$ cat src/rtl/audio_chan_csr_pkg.sv
// Package: field positions of the control/status word and flag indices.
// Assumes a data width of at least 26 bits.
package audio_chan_csr_pkg;
    localparam int NFLAG      = 5;
    localparam int FLG_REQ    = 0;
    localparam int FLG_WARN   = 1;
    localparam int FLG_FERR   = 2;
    localparam int FLG_SERR   = 3;
    localparam int FLG_WSTART = 4;
    localparam int NSTICKY    = 3;
    localparam int STICKY_LSB = FLG_FERR;
    localparam int BIT_RUN    = 0;
    localparam int BIT_DMA    = 1;
    localparam int IE_LSB     = 4;
    localparam int FLAG_LSB   = 12;
    localparam int BIT_FLUSH  = 24;
    localparam int BIT_SRST   = 25;
    typedef logic [NFLAG-1:0] flag_vec_t;
endpackage

$ cat src/rtl/audio_chan_level.sv
// Level flags: derives the FIFO request and warning flags from the live fill
// level and the watermark. IS_TX picks the compare direction. Purely
// combinational; assumes fill_level never exceeds DEPTH.
module audio_chan_level #(
    parameter int DEPTH = 32,
    parameter bit IS_TX = 1'b1,
    parameter int LVL_W = 6,
    parameter int WM_W  = 5
) (
    input  logic [LVL_W-1:0] fill_level,
    input  logic [WM_W-1:0]  watermark,
    output logic             lvl_req,
    output logic             lvl_warn
);
    localparam logic [LVL_W-1:0] FULL_LVL = LVL_W'(DEPTH);

    generate
        if (IS_TX) begin : g_tx
            // Transmit: ask for data at or below the mark, warn when empty
            always_comb begin
                lvl_req  = fill_level <= LVL_W'(watermark);
                lvl_warn = fill_level == '0;
            end
        end else begin : g_rx
            // Receive: ask for draining above the mark, warn when full
            always_comb begin
                lvl_req  = fill_level > LVL_W'(watermark);
                lvl_warn = fill_level == FULL_LVL;
            end
        end
    endgenerate
endmodule

$ cat src/rtl/audio_chan_sticky.sv
// Sticky flags: each bit is set by its event strobe and cleared by a
// write-1. The event wins over a clear in the same cycle. clr_all wipes every
// bit (software reset) and wins over everything.
module audio_chan_sticky #(
    parameter int N = 3
) (
    input  logic         clk,
    input  logic         rst_n,
    input  logic         clr_all,
    input  logic [N-1:0] evt,
    input  logic [N-1:0] w1c,
    output logic [N-1:0] flags
);
    generate
        for (genvar i = 0; i < N; i++) begin : g_bit
            // One flag: reset, then set on event, else clear on write-1
            always_ff @(posedge clk) begin
                if (!rst_n || clr_all) flags[i] <= 1'b0;
                else if (evt[i])       flags[i] <= 1'b1;
                else if (w1c[i])       flags[i] <= 1'b0;
            end
        end
    endgenerate
endmodule

$ cat src/rtl/audio_chan_run.sv
// Run control: sets at once on enable. A disable only arms a pending stop,
// which takes effect on the next frame_end strobe. Assumes a frame_end
// strobe in the same cycle as the disabling write belongs to the
// old frame and is ignored.
module audio_chan_run (
    input  logic clk,
    input  logic rst_n,
    input  logic clr_all,
    input  logic set_run,
    input  logic clr_run,
    input  logic frame_end,
    output logic active
);
    logic stop_pend;

    // Run state and pending-stop bookkeeping
    always_ff @(posedge clk) begin
        if (!rst_n || clr_all) begin
            active    <= 1'b0;
            stop_pend <= 1'b0;
        end else if (set_run) begin
            active    <= 1'b1;
            stop_pend <= 1'b0;
        end else if (clr_run) begin
            stop_pend <= active;
        end else if (frame_end && stop_pend) begin
            active    <= 1'b0;
            stop_pend <= 1'b0;
        end
    end
endmodule

$ cat src/rtl/audio_chan_csr.sv
// Control/status register for one serial audio direction. It holds run, DMA
// and interrupt enables, sticky and level event flags, the watermark, and the
// FIFO flush and software reset controls. Address 0 is the control/status
// word and address 1 is the watermark. Reads are combinational.
module audio_chan_csr
    import audio_chan_csr_pkg::*;
#(
    parameter int DEPTH = 32,
    parameter bit IS_TX = 1'b1,
    parameter int DW    = 32
) (
    input  logic                         clk,
    input  logic                         rst_n,
    input  logic                         reg_wr,
    input  logic                         reg_addr,
    input  logic [DW-1:0]                reg_wdata,
    output logic [DW-1:0]                reg_rdata,
    input  logic [$clog2(DEPTH+1)-1:0]   fill_level,
    input  logic                         evt_word_start,
    input  logic                         evt_sync_err,
    input  logic                         evt_fifo_err,
    input  logic                         frame_end,
    output logic                         irq,
    output logic                         dma_req,
    output logic                         run_active,
    output logic                         fifo_flush
);
    localparam int WM_W  = $clog2(DEPTH);
    localparam int LVL_W = $clog2(DEPTH+1);

    logic              wr_ctrl, wr_wm, ctrl_wr_ok;
    logic              srst_q, flush_q, dma_en_q;
    flag_vec_t         ie_q, flags;
    logic [WM_W-1:0]   wm_q;
    logic              lvl_req, lvl_warn;
    logic [NSTICKY-1:0] sticky_q, sticky_evt, sticky_w1c;
    wire               unused_wdata = ^reg_wdata;

    assign wr_ctrl    = reg_wr && (reg_addr == 1'b0);
    assign wr_wm      = reg_wr && (reg_addr == 1'b1);
    assign ctrl_wr_ok = wr_ctrl && !srst_q;

    // Software reset bit: stays writable while held so that it can be released
    always_ff @(posedge clk) begin
        if (!rst_n)       srst_q <= 1'b0;
        else if (wr_ctrl) srst_q <= reg_wdata[BIT_SRST];
    end

    // Enables: DMA and interrupt enable fields
    always_ff @(posedge clk) begin
        if (!rst_n || srst_q) begin
            dma_en_q <= 1'b0;
            ie_q     <= '0;
        end else if (ctrl_wr_ok) begin
            dma_en_q <= reg_wdata[BIT_DMA];
            ie_q     <= reg_wdata[IE_LSB +: NFLAG];
        end
    end

    // Watermark register
    always_ff @(posedge clk) begin
        if (!rst_n || srst_q)          wm_q <= '0;
        else if (wr_wm)                wm_q <= reg_wdata[WM_W-1:0];
    end

    // Self-clearing flush: one-cycle pulse per write-1
    always_ff @(posedge clk) begin
        if (!rst_n) flush_q <= 1'b0;
        else        flush_q <= ctrl_wr_ok && reg_wdata[BIT_FLUSH];
    end

    assign sticky_evt = {evt_word_start, evt_sync_err, evt_fifo_err};
    assign sticky_w1c = ctrl_wr_ok ? reg_wdata[FLAG_LSB+STICKY_LSB +: NSTICKY]
                                   : '0;

    audio_chan_sticky #(.N(NSTICKY)) i_sticky (
        .clk     (clk),
        .rst_n   (rst_n),
        .clr_all (srst_q),
        .evt     (sticky_evt),
        .w1c     (sticky_w1c),
        .flags   (sticky_q)
    );

    audio_chan_level #(.DEPTH(DEPTH), .IS_TX(IS_TX), .LVL_W(LVL_W), .WM_W(WM_W)) i_level (
        .fill_level (fill_level),
        .watermark  (wm_q),
        .lvl_req    (lvl_req),
        .lvl_warn   (lvl_warn)
    );

    audio_chan_run i_run (
        .clk       (clk),
        .rst_n     (rst_n),
        .clr_all   (srst_q),
        .set_run   (ctrl_wr_ok && reg_wdata[BIT_RUN]),
        .clr_run   (ctrl_wr_ok && !reg_wdata[BIT_RUN]),
        .frame_end (frame_end),
        .active    (run_active)
    );

    assign flags      = {sticky_q, lvl_warn, lvl_req};
    assign irq        = |(flags & ie_q);
    assign dma_req    = dma_en_q && lvl_req;
    assign fifo_flush = flush_q || srst_q;

    // Read mux: control/status word or watermark
    always_comb begin
        reg_rdata = '0;
        if (reg_addr == 1'b0) begin
            reg_rdata[BIT_RUN]             = run_active;
            reg_rdata[BIT_DMA]             = dma_en_q;
            reg_rdata[IE_LSB +: NFLAG]     = ie_q;
            reg_rdata[FLAG_LSB +: NFLAG]   = flags;
            reg_rdata[BIT_SRST]            = srst_q;
        end else begin
            reg_rdata[WM_W-1:0]            = wm_q;
        end
    end
endmodule

$ cat config.mk
export PLATFORM = sky130hd
export DESIGN_NAME = audio_chan_csr
export DESIGN_NICKNAME = d
export VERILOG_FILES = /design/src/rtl/audio_chan_csr_pkg.sv /design/src/rtl/audio_chan_level.sv /design/src/rtl/audio_chan_sticky.sv /design/src/rtl/audio_chan_run.sv /design/src/rtl/audio_chan_csr.sv
export SDC_FILE = /design/constraint.sdc
export NUM_CORES = 1
export LEC_CHECK = 0
export BUFFER_PORTS_ARGS = -buffer_cell sky130_fd_sc_hd__buf_2
export CORE_MARGIN = 3
export CORE_UTILIZATION = 37
export DETAILED_ROUTE_END_ITERATION = 8
export GPL_ROUTABILITY_DRIVEN = 1
export PLACE_DENSITY = 0.87
export SYNTH_ARGS = -nofsm -noshare
export SYNTH_HDL_FRONTEND = slang
export SYNTH_HIERARCHICAL = 1
export SYNTH_SLANG_ARGS = --single-unit
$ cat constraint.sdc
create_clock -name clk -period 2.37 [get_ports clk]
set_clock_uncertainty 0.2 [all_clocks]
set_input_delay 0.711 -clock clk [delete_from_list [all_inputs] [get_ports clk]]
set_output_delay 0.711 -clock clk [all_outputs]
set_load 0.05 [all_outputs]
# == After elaboration in Yosys (flattened, before gate mapping) ==
# Index checks and enable logic that the tools add are counted.
# totals
n_memories,0
latchBits,0
in_bits,46
register_bits,18
ramBits,0
mem_bits_ro,0
output_inout_bits,36
# classes
bitwise_logic,2
n_mul,0
n_eq_ne,1
muxes,17
order_cmp,1
n_reduce_logical,22
add_sub_neg,0
n_shift,0
n_div,0
# ops
op,count
1-bit two-way mux,12
2-bit nonzero test,5
1-bit logical AND,8
6-bit by 5-bit <= comparator with 1-bit output,1
6-bit logical NOT,1
5-bit bitwise AND,1
5-bit two-way mux,1
5-bit OR reduction,1
2-bit two-way mux,2
4-bit two-way mux,1
1-bit logical NOT,3
3-bit two-way mux,1
1-bit logical OR,2
2-bit by 1-bit != test with 1-bit output (second input constant),1
2-bit AND reduction,1
2-bit OR reduction,1
1-bit NOT,1

# == Longest topological paths before layout ==
# logic_depth
word_depth,6
ltp_mapped,7
depth_no_buf,7

# == Modules after synthesis ==
# Netlist, hierarchy kept.
# by_module_without_submodules
mod,n_inst,cells_per_inst,area_per_inst_um2
audio_chan_csr,1,104,843.3
audio_chan_level,1,21,148.9
audio_chan_sticky,1,13,111.4
audio_chan_run,1,9,90.1

# == Least setup slack after synthesis ==
# OpenSTA, ideal clock, no wires.
# synth_path
kind,input-to-output
start,in fill_level[4]
end,out reg_rdata[12]
required_time_ns,1.459
arrival_time_ns,2.202
cell_stages,5
path_slack_ns,-0.743
cell_sequence,ha_1 -> a211oi_1 -> nand2_1 -> o22ai_1 -> nor2b_1
# synth_between
elab_chain_cells,2
# synth_rtl
element,line_no,rtl
start: declaration,audio_chan_csr.sv:18,"input logic [$clog2(DEPTH+1)-1:0] fill_level,"
6-bit by 5-bit <= comparator with 1-bit output,audio_chan_level.sv:21,lvl_req = fill_level <= LVL_W'(watermark);
net lvl_req,audio_chan_csr.sv:35,"logic lvl_req, lvl_warn;"
5-bit two-way mux,audio_chan_csr.sv:110,if (reg_addr == 1'b0) begin
end: declaration,audio_chan_csr.sv:17,"output logic [DW-1:0] reg_rdata,"
# The timed path passes the listed nets, and every way through them passes these cells.

# == Worst setup path after layout ==
# layout_path
start,in fill_level[4]
end,out irq
# layout_between
elab_chain_cells,3
word_cells_on_any_way,4
cone_classes,order compare: 1; bitwise: 1; reduce/logical: 2
# layout_rtl
element,line_no,rtl
6-bit by 5-bit <= comparator with 1-bit output,audio_chan_level.sv:21,
net lvl_req,audio_chan_csr.sv:35,
5-bit bitwise AND,audio_chan_csr.sv:103,assign irq = |(flags & ie_q);
5-bit OR reduction,audio_chan_csr.sv:103,
end: declaration,audio_chan_csr.sv:23,"output logic irq,"
# The timed path passes the listed nets, and every way through them passes these cells.

==> metrics.log <==
[metrics] crit path from: fill_level[4]
[metrics] mean cell area of the mapped netlist: 8.120 um^2
[metrics] maximum VDD drop: 0.0001700 V
[metrics] routability cong.: 0.7431
[metrics] count of yosys warnings during synthesis: 6
[metrics] critical path buffer and inverter count: 4
[metrics] via count: 1100
[metrics] sum of net half-perimeters after detailed placement: 2.234 mm
[metrics] RSZ-0062 raised after global routing: true
[metrics] final-report setup violation count: 4
[metrics] maximum fanout encountered on the critical timing path: 3
[metrics] clock tree root buffer cell: sky130_fd_sc_hd__clkbuf_4
[metrics] average detailed-routed wire length per instance: 11.48 um
[metrics] critical path endpoint category: primary output
[metrics] Worst EP required: 1.46 ns
[metrics] Overall Global Routing Usage: 13.94%
[metrics] number of enable flip-flop cells after synthesis: 0
[metrics] most common cell type on the critical path: sky130_fd_sc_hd__buf_4
[metrics] number of levels in the clock H-tree: 1
[metrics] number of instances in the synthesized netlist: 147
[metrics] DIE HEIGHT: 62.80 um
[metrics] power per unit of standard cell area: 456.2 mW/mm^2
[metrics] Inserted Clock Buffers: 3
[metrics] detailed-route vias per instance: 4.490
[metrics] Post-Route Hold Slack: 0.2860 ns
[metrics] count of clock tree sinks: 18
[metrics] Post-CTS Hold Fix Bufs: 0
[metrics] number of diodes added for antenna fixing: 0
[metrics] post-placement cell count: 239
[metrics] Synth Cell Area: 0.001194 mm^2
[metrics] Worst Slack Setup Final: -0.6525 ns
[metrics] Slew Limit Fails: 0
[metrics] start point of the worst hold path: wm_q[2]
[metrics] Max Freq: 0.3309 GHz
[metrics] Synth top cells by count: sky130_fd_sc_hd__nand2_1 (24), sky130_fd_sc_hd__buf_4 (19), sky130_fd_sc_hd__dfxtp_1 (18)
[metrics] worst hold path class: flip-flop to flip-flop
[metrics] Worst Setup Path Type: input port to primary output
[metrics] final WL: 2.812 mm
[metrics] Initial DRT Pass Iterations: 4
[metrics] max-cap violation count: 0
[metrics] Area Overhead vs Synth: 37.53%
[metrics] top cell family by delay on the critical path: buffers and inverters
[metrics] Leakage Power: 0.0007571 uW
[metrics] buffers from clock root to sink, at most: 2
[metrics] clock slew at the register clock pins of the worst setup and hold paths: 0.10 ns
[metrics] outcome: finished with violations
[metrics] Final Net Count: 256
[metrics] shortest clock period the worst path allows after layout: 3.022 ns
[metrics] antenna-violating nets left: 0
[metrics] Unique masters post-synth: 32
[metrics] standard cell core area: 0.002924 mm^2
[metrics] first-pass GRT wire length: 4.416 mm
[metrics] Die X: 62.80 um
[metrics] clock tree from TritonCTS: built
[metrics] slowest stage delay, CP: 0.39 ns
[metrics] fraction of the yosys area taken by sequential cells: 30.19%
[metrics] flip-flop and latch count after synthesis: 18
[metrics] cell-by-cell listing of the critical path: buf_6, ha_4, nand4b_1, buf_4, buf_4, o22ai_2, a222oi_1, nand2_2, buf_8
[metrics] number of endpoints with negative hold slack in the final report: 0
[metrics] Period Utilization, post-route: 127.5%
[metrics] Initial Util: 40.82%
[metrics] total power of the final layout: 748.8 uW
[metrics] Final Non-Filler Cells: 245
[metrics] placement row count: 19
[metrics] dominant cell type by area after synthesis: sky130_fd_sc_hd__dfxtp_1
[metrics] number of DRC markers in iteration 0: 29
[metrics] count of buffers from port buffering: 46
[metrics] vias in the first global route: 1060
[metrics] final-layout fill cell count: 280
[metrics] most repeated cell in the gate-level netlist after synthesis: sky130_fd_sc_hd__nand2_1
[metrics] Boundary Pins: 82
[metrics] DIE AREA: 0.003944 mm^2
[metrics] violations in the final reports: negative setup slack
[metrics] largest net degree at the start of global routing: 13
[metrics] CP Data Arrival Time: 2.11 ns
[metrics] fraction of registers with async set/reset: 0%
[metrics] kind of launch point of the worst setup path: input port
[metrics] cell with the largest stage delay on the worst path: sky130_fd_sc_hd__a222oi_1
[metrics] Remaining DRCs: 0
[metrics] number of antenna violations at the first check in global routing: 0
[metrics] Top FF cell, synth: sky130_fd_sc_hd__dfxtp_1
[metrics] clock insertion delay at the later pin of the skew report: 0.29 ns
[metrics] overflow left after global routing: 0
[metrics] fraction of layout cells with a size suffix above 1: 46.31%
[metrics] source of the worst register-to-register timing path: srst_q
[metrics] share of Yosys cell area claimed by the top area cell type: 30.19%
[metrics] largest cells by area after synthesis: sky130_fd_sc_hd__dfxtp_1 (30%), sky130_fd_sc_hd__buf_4 (12%), sky130_fd_sc_hd__nand2_1 (7.5%)
-- metrics by stage --
step | utilization (%) | area (um^2) | setup slack, ns | setup TNS (ns)
CTS | 55.33 | 1618 | -0.6626 | -2.026
detailed placement | 51.90 | 1518 | -0.6967 | -2.427
global placement | 51.90 | 1518 | -0.7146 | -2.520
finish | 56.14 | 1642 | -0.6525 | -2.266
floorplan | - | 1330 | -0.4201 | -1.233
global route | 56.14 | 1642 | -0.7074 | -2.499
-- final timing paths --
kind                     endpoint  slack (ns)  cells after the start
hold / removal            wm_q[2]        0.29                      2
setup / recovery              irq       -0.65                      9
hold reg to reg           wm_q[2]        0.29                      2
setup reg to reg  i_run/stop_pend        0.86                      3
-- layout make-up --
type                    count  area, um^2  share of cell area, %
multi-input cells         113       773.2                  47.10
flip-flops and latches     18       360.3                  21.95
well taps                  42       52.55                  3.201
inverters                  10       37.54                  2.287
repair buffers             59       395.4                  24.09
clock buffers               3       22.52                  1.372
-- layout by cell type, fill, tap and decap left out, types with 2 or more instances in the layout --
cell / n
sky130_fd_sc_hd__nor3_1: 3
sky130_fd_sc_hd__buf_6: 4
sky130_fd_sc_hd__a21oi_2: 7
sky130_fd_sc_hd__nand2b_1: 7
sky130_fd_sc_hd__nor2b_2: 8
sky130_fd_sc_hd__buf_8: 3
sky130_fd_sc_hd__ha_4: 3
sky130_fd_sc_hd__mux2_2: 3
sky130_fd_sc_hd__nand2_1: 23
sky130_fd_sc_hd__conb_1: 17
sky130_fd_sc_hd__buf_2: 34
sky130_fd_sc_hd__nor2b_4: 2
sky130_fd_sc_hd__inv_1: 10
sky130_fd_sc_hd__dfxtp_1: 18
sky130_fd_sc_hd__and2_1: 6
sky130_fd_sc_hd__ha_1: 2
sky130_fd_sc_hd__buf_4: 16
sky130_fd_sc_hd__a21oi_1: 8
sky130_fd_sc_hd__nand3_1: 6
sky130_fd_sc_hd__clkbuf_4: 5
-- kinds of logic (layout without fill, tap and decap cells) --
| kind of cell | Yosys count | count (layout) | synth area share, % |
|---|---|---|---|
| other | 1 | 17 | 0.3142 |
| buffers and inverters | 32 | 72 | 17.40 |
| DFF | 18 | 18 | 30.19 |
| adders and majority gates | 5 | 5 | 5.241 |
| muxes | 3 | 3 | 2.830 |
| AOI/OAI and AO/OA | 21 | 21 | 12.79 |
| and+or+nand+nor | 67 | 67 | 31.24 |
-- where the power goes --
part	internal, uW	switching (uW)
logic	90.1	178
clock network	59.2	92.6
registers	317	12.0
total	467	282
-- tightest hold or removal path, delay by kind of cell, from the launching register on --
| family | cells | cell delay [ns] |
|---|---|---|
| DFF | 1 | 0.34 |
| and+or+nand+nor | 1 | 0.06 |
| AOI/OAI and AO/OA | 1 | 0.05 |
-- flip-flops by register name, indices dropped and copies added, names as in the netlist --
signal and flops:
ie_q 5, wm_q 5, i_sticky/flags 3, dma_en_q 1
flush_q 1, i_run/active 1, i_run/stop_pend 1, srst_q 1
-- repair_timing --
| action | 4_1_cts | 5_1_grt |
|---|---|---|
| pin swaps | 7 | 4 |
| gates resized for setup | 17 | 9 |
| setup buffers | 2 | 1 |
| setup endpoints to repair | 4 | 9 |
-- per-layer routing --
layer  vias up  routed length, um  GRT usage (%)
li1        558                  -              -
met5         -                  0              0
met3         6                181          4.496
met1       497               1185          15.24
met4         0                 37          5.785
met2        39               1407          24.63
Note: power is estimated with default switching activity, not from simulation.
